==> src/rtl/burst_seq_pkg.sv <==
// Shared constants and the beat ordering function for the burst column
// sequencer. Assumes bursts of at most eight beats (three reordered bits).
package burst_seq_pkg;

    localparam int LOW_W  = 3;
    localparam int BEAT_W = 3;

    localparam logic [2:0] BLC_FOUR  = 3'b010;
    localparam logic [2:0] BLC_EIGHT = 3'b011;

    // Low column bits for beat idx given start bits st, ordering and length.
    function automatic logic [LOW_W-1:0] beat_low(
        input logic [LOW_W-1:0]  st,
        input logic [BEAT_W-1:0] idx,
        input logic              ilv,
        input logic              is8
    );
        logic [1:0] lo;
        logic       hi;
        lo = ilv ? (st[1:0] ^ idx[1:0]) : (st[1:0] + idx[1:0]);
        hi = st[2] ^ (is8 & idx[2]);
        return {hi, lo};
    endfunction

endpackage

==> src/rtl/burst_len_decode.sv <==
// Decodes the burst length code. Assumes only codes for four and eight
// beats are legal; any other code selects eight beats and reports an error.
module burst_len_decode
    import burst_seq_pkg::*;
(
    input  logic [2:0] len_code,
    output logic       is8,
    output logic       len_bad
);

    // Map code to length select and error flag.
    always_comb begin
        unique case (len_code)
            BLC_FOUR:  begin is8 = 1'b0; len_bad = 1'b0; end
            BLC_EIGHT: begin is8 = 1'b1; len_bad = 1'b0; end
            default:   begin is8 = 1'b1; len_bad = 1'b1; end
        endcase
    end

endmodule

==> src/rtl/burst_beat_ctrl.sv <==
// Beat counter and burst activity. A request is taken when idle or on the
// final beat; otherwise it is dropped. Assumes is8 is the latched length of
// the burst in progress.
module burst_beat_ctrl #(
    parameter int BEAT_W = 3
) (
    input  logic              clk,
    input  logic              rst_n,
    input  logic              start,
    input  logic              is8,
    output logic              accept,
    output logic              busy,
    output logic [BEAT_W-1:0] beat,
    output logic              last
);

    localparam logic [BEAT_W-1:0] END4 = BEAT_W'(3);
    localparam logic [BEAT_W-1:0] END8 = BEAT_W'(7);

    // Final-beat detect and request acceptance window.
    always_comb begin
        last   = busy && (beat == (is8 ? END8 : END4));
        accept = start && (!busy || last);
    end

    // Advance the beat index and track burst activity.
    always_ff @(posedge clk) begin
        if (!rst_n) begin
            busy <= 1'b0;
            beat <= '0;
        end else if (accept) begin
            busy <= 1'b1;
            beat <= '0;
        end else if (last) begin
            busy <= 1'b0;
            beat <= '0;
        end else if (busy) begin
            beat <= beat + BEAT_W'(1);
        end
    end

endmodule

==> src/rtl/burst_col_order.sv <==
// Forms the column address of one beat from the captured start column.
// Upper bits pass through; the low three bits follow the selected order.
// Assumes COL_W >= 3.
module burst_col_order
    import burst_seq_pkg::*;
#(
    parameter int COL_W = 10
) (
    input  logic [COL_W-1:0]  base,
    input  logic [BEAT_W-1:0] beat,
    input  logic              ilv,
    input  logic              is8,
    output logic [COL_W-1:0]  col
);

    logic [LOW_W-1:0] low;

    // Reorder the low bits for this beat.
    always_comb low = beat_low(base[LOW_W-1:0], beat, ilv, is8);

    generate
        if (COL_W > LOW_W) begin : g_upper
            assign col = {base[COL_W-1:LOW_W], low};
        end else begin : g_low_only
            assign col = low[COL_W-1:0];
        end
    endgenerate

endmodule

==> src/rtl/burst_col_seq.sv <==
// Burst column address sequencer top. Captures the request context on an
// accepted start and emits one ordered column address per beat. Assumes
// inputs are only meaningful in the cycle a start is accepted.
module burst_col_seq
    import burst_seq_pkg::*;
#(
    parameter int COL_W = 10
) (
    input  logic             clk,
    input  logic             rst_n,
    input  logic             start,
    input  logic [COL_W-1:0] col_in,
    input  logic [2:0]       len_code,
    input  logic             burst_ilv,
    output logic [COL_W-1:0] col_out,
    output logic             col_vld,
    output logic             burst_last,
    output logic             len_err
);

    logic              dec_is8;
    logic              dec_bad;
    logic              accept;
    logic              busy;
    logic              last;
    logic [BEAT_W-1:0] beat;
    logic [COL_W-1:0]  base_q;
    logic              ilv_q;
    logic              is8_q;
    logic              err_q;
    logic [COL_W-1:0]  ordered;

    burst_len_decode u_dec (
        .len_code (len_code),
        .is8      (dec_is8),
        .len_bad  (dec_bad)
    );

    burst_beat_ctrl #(.BEAT_W(BEAT_W)) u_ctrl (
        .clk    (clk),
        .rst_n  (rst_n),
        .start  (start),
        .is8    (is8_q),
        .accept (accept),
        .busy   (busy),
        .beat   (beat),
        .last   (last)
    );

    // Capture burst context when a request is taken.
    always_ff @(posedge clk) begin
        if (!rst_n) begin
            base_q <= '0;
            ilv_q  <= 1'b0;
            is8_q  <= 1'b0;
            err_q  <= 1'b0;
        end else if (accept) begin
            base_q <= col_in;
            ilv_q  <= burst_ilv;
            is8_q  <= dec_is8;
            err_q  <= dec_bad;
        end
    end

    burst_col_order #(.COL_W(COL_W)) u_order (
        .base (base_q),
        .beat (beat),
        .ilv  (ilv_q),
        .is8  (is8_q),
        .col  (ordered)
    );

    // Drive outputs; address is zero outside a burst.
    always_comb begin
        col_out    = busy ? ordered : '0;
        col_vld    = busy;
        burst_last = last;
        len_err    = err_q;
    end

endmodule

==> config.mk <==
export PLATFORM = sky130hd
export DESIGN_NAME = burst_col_seq
export DESIGN_NICKNAME = d
export VERILOG_FILES = /design/src/rtl/burst_seq_pkg.sv /design/src/rtl/burst_len_decode.sv /design/src/rtl/burst_beat_ctrl.sv /design/src/rtl/burst_col_order.sv /design/src/rtl/burst_col_seq.sv
export SDC_FILE = /design/constraint.sdc
export NUM_CORES = 1
export LEC_CHECK = 0
export ABC_CLOCK_PERIOD_IN_PS = 1300
export BUFFER_PORTS_ARGS = -buffer_cell sky130_fd_sc_hd__buf_4
export CAP_MARGIN = 20
export CORE_MARGIN = 2
export CORE_UTILIZATION = 43
export CTS_CLUSTER_SIZE = 28
export DETAILED_ROUTE_END_ITERATION = 6
export GPL_TIMING_DRIVEN = 1
export PLACE_DENSITY = 0.73
export SYNTH_ARGS = -nofsm -noshare
export SYNTH_HDL_FRONTEND = slang
export SYNTH_HIERARCHICAL = 1
export SYNTH_SLANG_ARGS = --single-unit
==> constraint.sdc <==
create_clock -name clk -period 1.3 [get_ports clk]
set_input_delay 0.13 -clock clk [delete_from_list [all_inputs] [get_ports clk]]
set_output_delay 0.13 -clock clk [all_outputs]
set_load 0.005 [all_outputs]
# Yosys cells after proc, flatten, opt, wreduce, memory -nomap -nowiden
# Cells that the tools add are included.
# totals
output_inout_bits,13
elab_cells,29
inputBits,17
register_bits,17
# op_classes
n_reduce_logical,7
muxes,7
eq_ne,3
bitwise_logic,4
addsub,2
# ops
operator,count
$mux W10,1
$eq A3 B2 Y1 const B,2
$mux W1,4
$add A3 B1 Y3 const B,1
$eq A3 B3 Y1,1
$mux W3,1
$reduce_or A3 Y1,1
$add A2 B2 Y2,1
$logic_and A1 B1 Y1,2
$mux W2,1
$reduce_bool A2 Y1,1
$reduce_or A2 Y1,1
$xor A2 B2 Y2,1
$and A1 B1 Y1,1
$logic_not A1 Y1,1
$logic_or A1 B1 Y1,1
$not A1 Y1,1
$xor A1 B1 Y1,1

# Logic depth before layout (Yosys ltp)
# logic_depth
ltp_word,6
ltp_mapped,7
depth_no_buf,5

# Hierarchy
# The synthesis kept the hierarchy.
# by_module_without_submodules
module,cells_each,n_inst,area_per_inst_um2,seq_area_each_um2
burst_col_seq,52,1,569.3,260.2
burst_beat_ctrl,20,1,195.2,80.1
burst_col_order,13,1,101.3,0.0
burst_len_decode,2,1,15.0,0.0

# Worst setup path before layout
# OpenSTA, ideal clock, no wires.
# synth_timing
path_kind,reg-to-reg
startpoint,register u_ctrl.beat[0]
endpoint,register base_q[0]
synth_period_minus_slack_ns,1.454
arrival_ns,1.338
n_path_buf,2
required_ns,1.184
path_stages_with_launch,8
path_slack_ns,-0.154
setup_ns,0.116
cell_sequence,dfxtp_1 ha_1 nand2_1 a21boi_0 buf_6 buf_12 mux2i_1 nor2b_1
# synth_via
elab_chain_cells,4
# synth_lines
element,line,text
from (decl),burst_beat_ctrl.sv:13,"output logic [BEAT_W-1:0] beat,"
from (signal assigned),burst_beat_ctrl.sv:38,beat <= beat + BEAT_W'(1);
$eq A3 B3 Y1,burst_beat_ctrl.sv:22,last = busy && (beat == (is8 ? END8 : END4));
$logic_and A1 B1 Y1,burst_beat_ctrl.sv:22,
$logic_or A1 B1 Y1,burst_beat_ctrl.sv:23,accept = start && (!busy || last);
$logic_and A1 B1 Y1,burst_beat_ctrl.sv:23,
net accept,burst_col_seq.sv:23,logic accept;
to (signal assigned),burst_col_seq.sv:58,base_q <= col_in;
to (decl),burst_col_seq.sv:27,logic [COL_W-1:0] base_q;
# The timed path passes the listed nets, and every way through them passes these cells.
# A chain may end at the register's enable or synchronous reset.

# Worst setup path in the final report
# layout_timing
startpoint,register is8_q
endpoint,register base_q[9]
# layout_via
elab_chain_cells,5
# layout_lines
element,line,text
from (decl),burst_col_seq.sv:29,logic is8_q;
from (signal assigned),burst_col_seq.sv:60,is8_q <= dec_is8;
$mux W3,burst_beat_ctrl.sv:22,
$eq A3 B3 Y1,burst_beat_ctrl.sv:22,
$logic_and A1 B1 Y1,burst_beat_ctrl.sv:22,
$logic_or A1 B1 Y1,burst_beat_ctrl.sv:23,
$logic_and A1 B1 Y1,burst_beat_ctrl.sv:23,
net accept,burst_col_seq.sv:23,
# The timed path passes the listed nets, and every way through them passes these cells.

==> flow_summary_export.csv <==
group,metric,value,unit
outcome,outcome,"finished with violations",
outcome,violations,"negative setup slack",
synthesis,seq_area_frac_synth,0.386,
placed_design,dp_cells,141,
floorplan,core-area,1940,µm²
cts,htree_levels,1,
layout,insertedDiodeCount,0,
worst_setup_path,rr_worst_depth,6,
power_and_ir_drop,power_switching,309,µW
drt,routed_via_density,4.60,
power_and_ir_drop,p_leak,0.591,nW
worst_setup_path,worstSetupPathType,"reg2reg",
timing,tightest_slew,230,ps
placed_design,post_dp_cell_area,1140,µm²
worst_setup_path,arrival,1620,ps
layout,drive_gt1_frac,0.524,
drt,first_pass_iters,3,
synthesis,yosysUniqueCellTypes,23,
worst_setup_path,cp_cell_sequence,"xnor2_2 > nand2_2 > a21boi_4 > clkbuf_16 > mux2i_1 > nor2b_1",
timing,period_share,1.10,
synthesis,synth_top_area_frac,0.386,
placed_design,dp_hpwl,1.22,mm
worst_hold_path,hp-start,"start",
power_and_ir_drop,power_frac_clock,0.250,
worst_setup_path,cp-end-kind,"flip-flop",
power_and_ir_drop,power_frac_comb,0.250,
synthesis,ys_ff_latch,17,
worst_hold_path,hold_depth,2,
global_route,grt_overflow_total,0,
worst_setup_path,reg2reg_slack,-130,ps
worst_setup_path,worstReg2RegEnd,"base_q[9]",
floorplan,fp.dieW,49.3,µm
cts,cts_sinks,17,
synthesis,synth_top_area_cell,"dfxtp_1",
drt,antenna_left,0,
floorplan,rows,16,
timing,rsz0062_at_grt,"yes",
synthesis,ys.warnings.count,6,
timing,setup_viol,16,
cts,cts_hold_repair.buffers,0,
floorplan,num_io_pins,30,
power_and_ir_drop,pwr-share-seq,0.500,
synthesis,synth.most_common_cell,"dfxtp_1",
global_route,antenna_found_initial,0,
drt,drc,0,
timing,final.min_clock_period,1430,ps
timing,fin_skew,6.05,ps
cts,cts_root_buffer,"clkbuf_4",
drt,drtIter0Drc,6,
cts,numCtsBuffers,3,
timing,slew_violations,0,
cts,path_clk_slew,110,ps
synthesis,synth_edf_count,0,
layout,stdcell_area,1340,µm²
synthesis,netlist_area,881,µm²
synthesis,async_reset_ff_frac,0,
power_and_ir_drop,p_sw_frac,0.264,
synthesis,ys.flop_type,"dfxtp_1",
worst_hold_path,hold_class,"in2reg",
timing,worst_hold_slack,62.8,ps
layout,nets,144,
global_route,grt_pass1_vias,696,
timing,finalHoldViolCount,0,
drt,routedWlPerCell,12.4,µm
cts,cts_tree,"yes",
worst_hold_path,hold_end,"u_ctrl/busy",
run,max-cap-violations,0,
layout,instances_no_fill,151,
timing,worst_slack,-125,ps
worst_setup_path,crit_required,1490,ps
power_and_ir_drop,powerDensity,876,nW/µm²
placed_design,dp_worst_setup_slack,-34.0,ps
power_and_ir_drop,ir_worst_vdd,727,µV
floorplan,initial_core_util,0.454,
worst_setup_path,crit_slowest_cell,"dfxtp_2",
drt,vias,694,
worst_setup_path,startpoint_type,"flip-flop",
worst_setup_path,r2r_start,"is8_q",
worst_setup_path,critPathMaxStageDelay,350,ps
worst_setup_path,path_max_fanout,4,
drt,wl,1.87,mm
synthesis,syn_area_per_cell,10.1,µm²
placed_design,portBuffers,29,
global_route,grt_start_max_net_pins,19,
cts,clockBufferDepth,2,
timing,max_slew_margin,0.846,
power_and_ir_drop,intPower,860,µW
power_and_ir_drop,total_power,1.17,mW
floorplan,die_area,2430,µm²
global_route,grt_pass1_wl,2.97,mm
synthesis,netlist_instances,87,
timing,max_freq,0.702,GHz
synthesis,synth_area_leaders,"dfxtp_1 (39%), mux2i_1 (15%), nor2b_1 (11%), and2_1 (7.1%), buf_4 (6.0%)",
placed_design,place.gp.congestion,0.703,
synthesis,synthTopCellsByCount,"dfxtp_1 (17), nor2b_1 (15), mux2i_1 (13)",
global_route,grt_usage,0.156,
layout,syn_to_final_growth,51.6,%
floorplan,die-height,49.3,µm
synthesis,syn-num-nets,106,
cts,clkLatencyLatePin,290,ps
-- state kept, by name, indices dropped and copies added (netlist names) --
register	flops
ilv_q	1
base_q	10
len_err	1
u_ctrl/beat	3
u_ctrl/busy	1
is8_q	1
-- cell usage in the layout (no fill, tap or decap), drive strengths merged --
| master | n |
|---|---|
| dfxtp | 17 |
| xnor2 | 4 |
| nand2 | 3 |
| or3b | 1 |
| a211oi | 1 |
| buf | 42 |
| ha | 2 |
| nand2b | 1 |
| a21o | 1 |
| a31o | 1 |
| clkinvlp | 1 |
| a21boi | 2 |
| clkbuf | 4 |
| nand4b | 1 |
| mux2i | 13 |
| nor2b | 15 |
| a21oi | 1 |
| o21ai | 1 |
| and2 | 10 |
| and3 | 1 |
| nor2 | 1 |
| a32o | 1 |
-- power groups by stage --
stage / registers, mW / logic (mW) / clock network (mW)
final: 0.585 / 0.292 / 0.292
after global routing: 0.589 / 0.318 / 0.317
after CTS: 0.583 / 0.251 / 0.301
after detailed placement: 0.592 / 0.239 / 0
after global placement: 0.591 / 0.235 / 0
after floorplan: 0.595 / 0.145 / 0
-- layout make-up --
class                           instances  area, µm²
Clock inverter                          1       7.51
Multi-Input combinational cell         60        536
Timing Repair Buffer                   43        387
Sequential cell                        17        349
Fill cell                             166        607
Clock buffer                            3       22.5
Tap cell                               27       33.8
-- layer usage --
metal	up-vias	wire [µm]	GRT usage
met5	-	0	0
met4	0	14	0.0429
met3	2	47	0.0215
met2	10	979	0.288
met1	321	827	0.184
li1	361	-	-
-- cells by family (layout without fill, tap and decap cells) --
| kind of cell | count (synthesis) | in the layout | synth area share |
|---|---|---|---|
| adders and majority gates | 2 | 2 | 0.0284 |
| and+or+nand+nor | 33 | 33 | 0.230 |
| muxes | 13 | 13 | 0.148 |
| xor gates and xnor gates | 4 | 4 | 0.0398 |
| buffers and inverters | 10 | 47 | 0.0994 |
| DFF | 17 | 17 | 0.386 |
| AOI/OAI and AO/OA | 8 | 8 | 0.0682 |
-- through the flow --
step | util | TNS, ps
after CTS | 0.639 | -922
final | 0.688 | -1490
after floorplan | - | -220
after global routing | 0.688 | -2950
after global placement | 0.590 | 0
after detailed placement | 0.590 | -97.4
-- how the worst max path moves through the flow --
stage | to | from | cells past startpoint | slack, ps
after floorplan | base_q[0] | is8_q | 7 | -20
after global placement | is8_q | u_ctrl/beat[2] | 6 | 10
after detailed placement | is8_q | is8_q | 6 | -30
after CTS | col_out[1] | u_ctrl/beat[0] | 5 | -130
after global routing | len_err | is8_q | 6 | -210
final | base_q[9] | is8_q | 6 | -130
-- critical path: cells and delay by family (launching register included) --
kind	cells	cell delay (ps)
AOI/OAI and AO/OA	1	230
and+or+nand+nor	2	160
xor gates and xnor gates	1	200
DFF	1	350
muxes	1	190
buffers and inverters	1	190
-- timing repair --
action,4_1_cts,5_1_grt
cloned,0,1
resized for setup,14,10
endpoints found under the setup margin,17,23
pin swaps,7,5
buffers inserted,2,3
No activity file was read; power rests on OpenSTA's default activity.
